[config.mk]
export PLATFORM = sky130hd
export DESIGN_NAME = logic_seq_trigger
export DESIGN_NICKNAME = d
export VERILOG_FILES = /design/src/rtl/lstrig_pkg.sv /design/src/rtl/bit_sync.sv /design/src/rtl/cond_filter.sv /design/src/rtl/seq_core.sv /design/src/rtl/logic_seq_trigger.sv
export SDC_FILE = /design/constraint.sdc
export NUM_CORES = 1
export LEC_CHECK = 0
export CELL_PAD_IN_SITES_DETAIL_PLACEMENT = 1
export CELL_PAD_IN_SITES_GLOBAL_PLACEMENT = 2
export CORE_MARGIN = 2
export CORE_UTILIZATION = 30
export DETAILED_ROUTE_END_ITERATION = 10
export GPL_TIMING_DRIVEN = 1
export PLACE_DENSITY = 0.76
export SYNTH_ARGS = -nofsm -noshare
export SYNTH_HDL_FRONTEND = slang
export SYNTH_SLANG_ARGS = --single-unit
export TNS_END_PERCENT = 5
[constraint.sdc]
create_clock -name clk -period 2.4 [get_ports clk]
set_input_delay 0.48 -clock clk [delete_from_list [all_inputs] [get_ports clk]]
set_output_delay 0.48 -clock clk [all_outputs]
set_load 0.01 [all_outputs]
[src/rtl/lstrig_pkg.sv]
package lstrig_pkg;
    typedef enum logic [1:0] {
        MODE_A_ONLY = 2'b00,
        MODE_B_ONLY = 2'b01,
        MODE_NESTED = 2'b10,
        MODE_OFF    = 2'b11
    } trig_mode_e;
endpackage

[src/rtl/bit_sync.sv]
module bit_sync #(
    parameter int W = 1
) (
    input  logic         clk,
    input  logic         rst_n,
    input  logic [W-1:0] async_in,
    output logic [W-1:0] sync_out
);
    logic [W-1:0] meta_q;
    logic [W-1:0] stab_q;

    always_ff @(posedge clk or negedge rst_n) begin
        if (!rst_n) begin
            meta_q <= '0;
            stab_q <= '0;
        end else begin
            meta_q <= async_in;
            stab_q <= meta_q;
        end
    end

    assign sync_out = stab_q;
endmodule

[src/rtl/cond_filter.sv]
module cond_filter #(
    parameter int NUM_CH = 4,
    parameter int LEN_W  = 7
) (
    input  logic                 clk,
    input  logic                 rst_n,
    input  logic [NUM_CH-1:0]    chan_s,
    input  logic [2**NUM_CH-1:0] cond_tbl,
    input  logic                 take,
    input  logic [LEN_W-1:0]     min_len,
    output logic                 evt
);
    localparam logic [LEN_W-1:0] RUN_MAX = {LEN_W{1'b1}};

    typedef struct packed {
        logic             samp;
        logic [LEN_W-1:0] run;
        logic             filt;
        logic             filt_prev;
    } flt_t;

    flt_t flt_d, flt_q;
    logic [LEN_W:0] run_p1;

    always_comb begin
        flt_d = flt_q;
        run_p1 = {1'b0, flt_q.run} + (LEN_W+1)'(1);
        if (take) begin
            flt_d.samp = cond_tbl[chan_s];
        end
        flt_d.filt_prev = flt_q.filt;
        if (flt_q.samp) begin
            flt_d.run  = (flt_q.run == RUN_MAX) ? flt_q.run : run_p1[LEN_W-1:0];
            flt_d.filt = (run_p1 >= {1'b0, min_len});
        end else begin
            flt_d.run  = '0;
            flt_d.filt = 1'b0;
        end
    end

    always_ff @(posedge clk or negedge rst_n) begin
        if (!rst_n) begin
            flt_q <= '0;
        end else begin
            flt_q <= flt_d;
        end
    end

    assign evt = flt_q.filt & ~flt_q.filt_prev;

    logic samp_q, filt_q;
    assign samp_q = flt_q.samp;
    assign filt_q = flt_q.filt;

    AST_FILT_NEEDS_MATCH: assert property (@(posedge clk) disable iff (!rst_n)
        filt_q |-> $past(samp_q));
    AST_EVT_SINGLE: assert property (@(posedge clk) disable iff (!rst_n)
        evt |=> !evt);
endmodule

[src/rtl/seq_core.sv]
module seq_core
    import lstrig_pkg::*;
(
    input  logic       clk,
    input  logic       rst_n,
    input  logic       evt_a,
    input  logic       evt_b,
    input  logic       inhibit,
    input  logic [1:0] mode,
    output logic       trig_o,
    output logic       armed_o
);
    typedef struct packed {
        logic armed;
        logic fire;
    } seq_t;

    seq_t seq_d, seq_q;
    trig_mode_e mode_e;

    assign mode_e = trig_mode_e'(mode);

    always_comb begin
        seq_d = seq_q;
        seq_d.fire = 1'b0;
        if (inhibit) begin
            seq_d.armed = 1'b0;
        end else begin
            case (mode_e)
                MODE_A_ONLY: begin
                    seq_d.armed = 1'b0;
                    seq_d.fire  = evt_a;
                end
                MODE_B_ONLY: begin
                    seq_d.armed = 1'b0;
                    seq_d.fire  = evt_b;
                end
                MODE_NESTED: begin
                    if (seq_q.armed) begin
                        if (evt_b) begin
                            seq_d.fire  = 1'b1;
                            seq_d.armed = 1'b0;
                        end
                    end else if (evt_a) begin
                        seq_d.armed = 1'b1;
                    end
                end
                default: begin
                    seq_d.armed = 1'b0;
                end
            endcase
        end
    end

    always_ff @(posedge clk or negedge rst_n) begin
        if (!rst_n) begin
            seq_q <= '0;
        end else begin
            seq_q <= seq_d;
        end
    end

    assign trig_o  = seq_q.fire;
    assign armed_o = seq_q.armed;

    AST_PULSE_SINGLE: assert property (@(posedge clk) disable iff (!rst_n)
        trig_o |=> !trig_o);
    AST_INHIBIT_QUIET: assert property (@(posedge clk) disable iff (!rst_n)
        inhibit |=> (!trig_o && !armed_o));
    AST_NEST_ARMED_FIRST: assert property (@(posedge clk) disable iff (!rst_n)
        (trig_o && $past(mode) == MODE_NESTED) |-> $past(armed_o));
    AST_ARM_ONLY_NESTED: assert property (@(posedge clk) disable iff (!rst_n)
        armed_o |-> ($past(mode) == MODE_NESTED));
    AST_OFF_SILENT: assert property (@(posedge clk) disable iff (!rst_n)
        ($past(mode) == MODE_OFF) |-> (!trig_o && !armed_o));
endmodule

[src/rtl/logic_seq_trigger.sv]
module logic_seq_trigger
    import lstrig_pkg::*;
#(
    parameter int NUM_CH = 4,
    parameter int LEN_W  = 7
) (
    input  logic                 clk,
    input  logic                 rst_n,
    input  logic [NUM_CH-1:0]    chan_in,
    input  logic                 ext_clk,
    input  logic                 inhibit_in,
    input  logic [2**NUM_CH-1:0] tbl_a,
    input  logic [2**NUM_CH-1:0] tbl_b,
    input  logic [1:0]           mode,
    input  logic                 qual_en,
    input  logic [LEN_W-1:0]     min_len,
    input  logic                 front_sel,
    output logic                 trig_pulse,
    output logic                 gate_out,
    output logic                 front_out
);
    localparam int TBL_W = 2**NUM_CH;
    localparam int N_COND = 2;

    logic [NUM_CH-1:0] chan_s;
    logic [1:0]        ctl_s;
    logic              ext_s, inh_s;
    logic              ext_prev_d, ext_prev_q;
    logic              take;
    logic [N_COND-1:0][TBL_W-1:0] tbl_sel;
    logic [N_COND-1:0] evts;
    logic              trig_w, armed_w;

    bit_sync #(.W(NUM_CH)) u_sync_chan (
        .clk(clk), .rst_n(rst_n), .async_in(chan_in), .sync_out(chan_s)
    );

    bit_sync #(.W(2)) u_sync_ctl (
        .clk(clk), .rst_n(rst_n), .async_in({inhibit_in, ext_clk}), .sync_out(ctl_s)
    );

    assign ext_s = ctl_s[0];
    assign inh_s = ctl_s[1];

    always_comb begin
        ext_prev_d = ext_s;
        take = ~qual_en | (ext_s & ~ext_prev_q);
    end

    always_ff @(posedge clk or negedge rst_n) begin
        if (!rst_n) begin
            ext_prev_q <= 1'b0;
        end else begin
            ext_prev_q <= ext_prev_d;
        end
    end

    assign tbl_sel = {tbl_b, tbl_a};

    for (genvar g = 0; g < N_COND; g++) begin : g_cond
        cond_filter #(.NUM_CH(NUM_CH), .LEN_W(LEN_W)) u_filt (
            .clk(clk), .rst_n(rst_n), .chan_s(chan_s), .cond_tbl(tbl_sel[g]),
            .take(take), .min_len(min_len), .evt(evts[g])
        );
    end

    seq_core u_core (
        .clk(clk), .rst_n(rst_n), .evt_a(evts[0]), .evt_b(evts[1]),
        .inhibit(inh_s), .mode(mode), .trig_o(trig_w), .armed_o(armed_w)
    );

    assign trig_pulse = trig_w;
    assign gate_out   = armed_w;
    assign front_out  = front_sel ? armed_w : trig_w;

    AST_QUAL_HOLD: assert property (@(posedge clk) disable iff (!rst_n)
        (qual_en && !take) |=> !trig_pulse || $past(trig_pulse) == 1'b0);
    AST_FRONT_SOURCE: assert property (@(posedge clk) disable iff (!rst_n)
        front_out |-> (trig_pulse || gate_out));
endmodule

After elaboration in Yosys (flattened, before gate mapping):

Cells that the tools add are included.

* register bits after elaboration: 35
* bits of input ports: 51
* output and inout port bits: 3
* word-level logic and storage cells: 52

* $add $sub $neg: 2
* order comparisons: 3
* equal/unequal tests: 6
* multiplexer cells: 17
* bitwise logic cells: 8
* reduce and logical (&&, ||, !) cells: 1

Operators by type and width (count)
* $add 7x1->8 const B: 2
* $ge 8x7->1: 2
* $mux 8: 2
* $eq 7x7->1 const B: 2
* $mux 7: 2
* $mux 1: 9
* $bmux 1 s4: 2
* $lt 4x5->1 const B: 1
* $ne 2x2->1 const B: 2
* $not 1->1: 4
* $and 1x1->1: 3
* $pmux 1 s3: 1
* $eq 2x1->1 const B: 1
* $eq 2x2->1 const B: 1
* $logic_not 2->1: 1
* $mux 2: 1
* $or 1x1->1: 1

Longest topological paths before layout:

* word-level depth: 6
* depth in mapped cells: 9
* mapped depth without buffers: 9

Hierarchy:

Synthesis repeated with hierarchy kept, for this count alone.

* cell total of the unflattened synthesis: 165
* area total of the unflattened synthesis: 1973.1 sq um

By module, submodules not included
* cond_filter: instances 2, cells an instance 70, area each 762.0 sq um, seq. area each 250.2 sq um
* bit_sync (u_sync_chan): instances 1, cells an instance 8, area each 200.2 sq um, seq. area each 200.2 sq um
* bit_sync (u_sync_ctl): instances 1, cells an instance 4, area each 100.1 sq um, seq. area each 100.1 sq um
* seq_core: instances 1, cells an instance 9, area each 100.1 sq um, seq. area each 50.0 sq um
* logic_seq_trigger: instances 1, cells an instance 4, area each 48.8 sq um, seq. area each 25.0 sq um

Worst setup path before layout:

OpenSTA, ideal clock, no wires.

* path kind: reg-to-reg
* start: register g_cond[0].u_filt.flt_q[2] (netlist name)
* end: register g_cond[0].u_filt.flt_q, in the netlist g_cond[0].u_filt.filt_q
* setup time: 0.126 ns
* arrival: 1.673 ns
* required time: 2.274 ns
* slack: 0.601 ns
* stages on the path, launching flop included: 10
* path buffers: 0
* period minus slack after synthesis: 1.799 ns
* cells stage by stage: dfrtp_1 > ha_1 > nand3_1 > nor2_1 > xor2_1 > ha_1 > a21oi_1 > o21ai_0 > o21ai_0 > a21oi_1

RTL lines
* start, declared: RTL line cond_filter.sv:22 `flt_t flt_d, flt_q;`
* start signal, assigned: RTL line cond_filter.sv:45 `flt_q <= flt_d;`

Final worst setup path:

* start: input port front_sel
* end: output port front_out

* word-level cells in the longest chain between the ends: 1

Ends and longest elaborated chain
* start, declared: RTL line logic_seq_trigger.sv:17 `input logic front_sel,`
* $mux 1: RTL line logic_seq_trigger.sv:74 `assign front_out = front_sel ? armed_w : trig_w;`
* end, declared: RTL line logic_seq_trigger.sv:20 `output logic front_out`

Every way passes these cells.

==> impl_results.md <==
* # hold bufs at CTS at 0
* Cts bufs inserted at 5
* Synth unique cells at 29
* Final net count at 286
* Area occupied by multi-input gates at 973 sq um
* Via density at 4.72
* Synthesized area at 1930 sq um
* Cell Pwr Density at 618 nW/um^2
* FF-to-FF Start: g_cond[0].u_filt.flt_q[2]$_DFFE_PN0P_
* Mapped Nets at 232
* Setup TNS at 0 ns
* Diode count at 0
* Achievable Freq at 0.451 GHz
* FILL cells at 692
* Post-CTS Setup Bufs at 0
* Worst-path fanout max at 1
* Buf/Inv on CP at 2
* Setup crit start: front_sel
* Initial DRC Count at 22
* DR WL met2 at 2110 um
* DR WL/cell at 14.1 um
* DPL Wire Length at 3390 um
* Initial antenna violation count at 0
* Family with the most delay on the worst path: buffers and inverters
* Synth top area cells: dfrtp_1 45%, ha_1 10%, mux4_1 6.8%, o21a_1 3.9%, xnor2_1 3.6%
* Area Overhead vs Synth at 36.3%
* Critical Path Slowest Stage Cell: clkdlybuf4s50_1
* Worst-skew pair later-pin latency at 0.29 ns
* Routability cong. at 0.748
* Largest area contributor in the netlist: dfrtp_1
* Post-Syn Instances at 165
* Required @ worst endpoint at 1.92 ns
* Critical Path, Cell by Cell: clkdlybuf4s50_1, mux2_2, clkdlybuf4s50_1
* Overall Power at 1620 uW
* Layout cell share with drive strength beyond 1 at 5.91%
* RSZ-0062 raised after global routing: false
* Clock root buffer: clkbuf_8
* Final hold vios at 0
* Die Y at 84.1 um
* PortBufs at 53
* Startpoint Class: input pin
* DIE AREA at 7080 sq um
* Worst-path clk slew at 0.07 ns
* Worst R2R Path Depth at 9
* Io pins at 54
* CTS H-tree depth at 2
* Outcome: completed
* Final setup violation count at 0
* Max_cap viols at 0
* Final WS setup at 0.183 ns
* Metal-1 WL at 1910 um
* Worst-Margin Slew at 0.570 ns
* Vias in the first global route at 1569
* Met3 wire length at 101 um
* Register area at 876 sq um
* Crit path arrival time at 1.74 ns
* Hold path endpoint: u_sync_chan.sync_out[1]$_DFF_PN0_
* First-pass GRT wire length at 7380 um
* Largest net degree at the start of global routing at 36
* Syn. warnings at 0
* Highest routed layer: met4
* Total GRT Usage at 13.2%
* Worst Hold Class: reg2reg
* Starting density of the core at 30.7%
* CTS sink count at 35
* Final min period at 2.22 ns
* TritonCTS clock tree: done
* DIE WIDTH at 84.1 um
* Tcrit/Tclk final at 92.4%
* Placeable Area at 6280 sq um
* Kind of critical path: in2out
* Start point of the worst hold path: u_sync_chan.meta_q[1]$_DFF_PN0_
* FF+latch count, synth at 35
* Reg-to-reg setup timing slack at 0.28 ns
* Setup crit end kind: output pin
* Grt ovf at 0
* Synth top area share at 45.5%
* Vias post-DR at 1401
* Leak at 0.00118 uW
* Reg-to-Reg End: g_cond[0].u_filt.filt_q$_DFF_PN0_
* Remaining DRCs at 0
* Slew margin rel. at 61.6%
* Post-Place Setup Slack at 0.187 ns
* Maximum vdd ir drop at 300 uV
* ANT nets after route at 0
* Sequential share of the synthesized area at 45.5%
* Most Frequent Cell on Critical Path: clkdlybuf4s50_1
* Delay of the slowest critical-path stage at 0.47 ns
* Final setup skew at 0.00558 ns
* WL final at 4190 um
* Avg Cell Area, Syn at 11.7 sq um
* Max-slew violation count at 0
* CTS max path bufs at 2
* DRT Pass-1 Iters at 4
* Resized cells post-CTS at 0
* Hold depth at 0
* Rows at 29
[kinds of logic after synthesis]
group                    count (synthesis)  share of synthesized area (%)
AO/OA/AOI/OAI                           35                           11.4
XOR/XNOR                                12                           5.45
adder cells (fa/ha/maj)                 16                           10.4
buffers and inverters                   15                           4.03
flip-flops                              35                           45.5
multiplexers                            12                           12.5
AND/OR/NAND/NOR                         40                           10.8
[synthesized netlist by cell type]
cell type and instances:
o21ai_0 9, nor2b_1 4, mux4_2 3, dfrtp_1 35
nor4b_1 1, nor2_1 6, xnor2_1 8, buf_2 2
clkbuf_4 1, mux2_2 1, nand2b_1 5, mux4_1 5
and2_1 4, nand3_1 8, mux2i_1 3, inv_1 8
a21boi_0 2, clkbuf_1 2, a211oi_1 2, xor2_1 4
and3_1 4, ha_1 16, nor3_1 1, a21oi_1 9
o32ai_1 1, o21a_1 10, nand2_1 7, a21o_1 2
buf_6 2
[state kept, by name, summed over array words and instances, names as in the netlist]
signal / cells
u_sync_ctl.meta_q: 2
u_sync_chan.meta_q: 4
u_sync_ctl.sync_out: 2
u_core.trig_o: 1
g_cond.u_filt.samp_q: 2
u_core.armed_o: 1
g_cond.u_filt.flt_q: 16
u_sync_chan.sync_out: 4
g_cond.u_filt.filt_q: 2
ext_prev_q: 1
[where the power goes]
part	switching [uW]	total, uW	internal (uW)
logic	146	368	222
clock network	216	525	309
registers	78.4	731	652
total	440	1620	1180
[worst max-delay path by stage]
stage | endpoint | slack (ns) | cells after the start
4_1_cts | front_out | 0.18 | 3
6_report | front_out | 0.18 | 3
3_3_place_gp | front_out | 0.19 | 3
2_1_floorplan | g_cond[0].u_filt.filt_q$_DFF_PN0_ | 0.60 | 9
5_1_grt | g_cond[1].u_filt.filt_q$_DFF_PN0_ | 0.09 | 9
3_5_place_dp | front_out | 0.19 | 3
[metal layers]
metal	track usage, %	vias to the layer above
li1	-	696
met1	17.0	682
met2	21.6	16
met3	3.34	7
met4	4.55	0
met5	0	-
[stage by stage]
stage	instance area (sq um)	instances	hold WS [ns]	utilization [%]
floorplan	1930	165	0.184	-
global placement	2510	289	0.332	40.0
detailed placement	2510	289	0.336	40.0
CTS	2630	297	0.355	41.8
global route	2630	297	0.360	41.8
finish	2630	297	0.352	41.8
[cells in the final DEF (no fill, tap or decap)]
cell	count
clkdlybuf4s50_1	53
and2_1	4
mux2i_1	3
nor2_1	6
clkinv_2	1
dfrtp_1	35
o21ai_0	9
inv_1	8
bufinv_16	1
clkinv_4	1
o32ai_1	1
mux4_1	5
a21o_1	2
mux4_2	3
and3_1	4
a21oi_1	9
a211oi_1	2
buf_4	1
nor3_1	1
nor2b_1	4
xor2_1	4
mux2_2	1
o21a_1	10
xnor2_1	8
nor4b_1	1
a21boi_0	2
nand2_1	7
nand3_1	8
clkbuf_8	5
nand2b_1	5
ha_1	16
[final cells by class]
type	count	share of cell area (%)
Tap cell	77	3.67
Clock inverter	3	1.67
Inverter	8	1.14
Clock buffer	5	2.62
Timing Repair Buffer	54	20.5
Multi-Input combinational cell	115	37.1
Sequential cell	35	33.3
No activity file was read; power rests on OpenSTA's default activity.
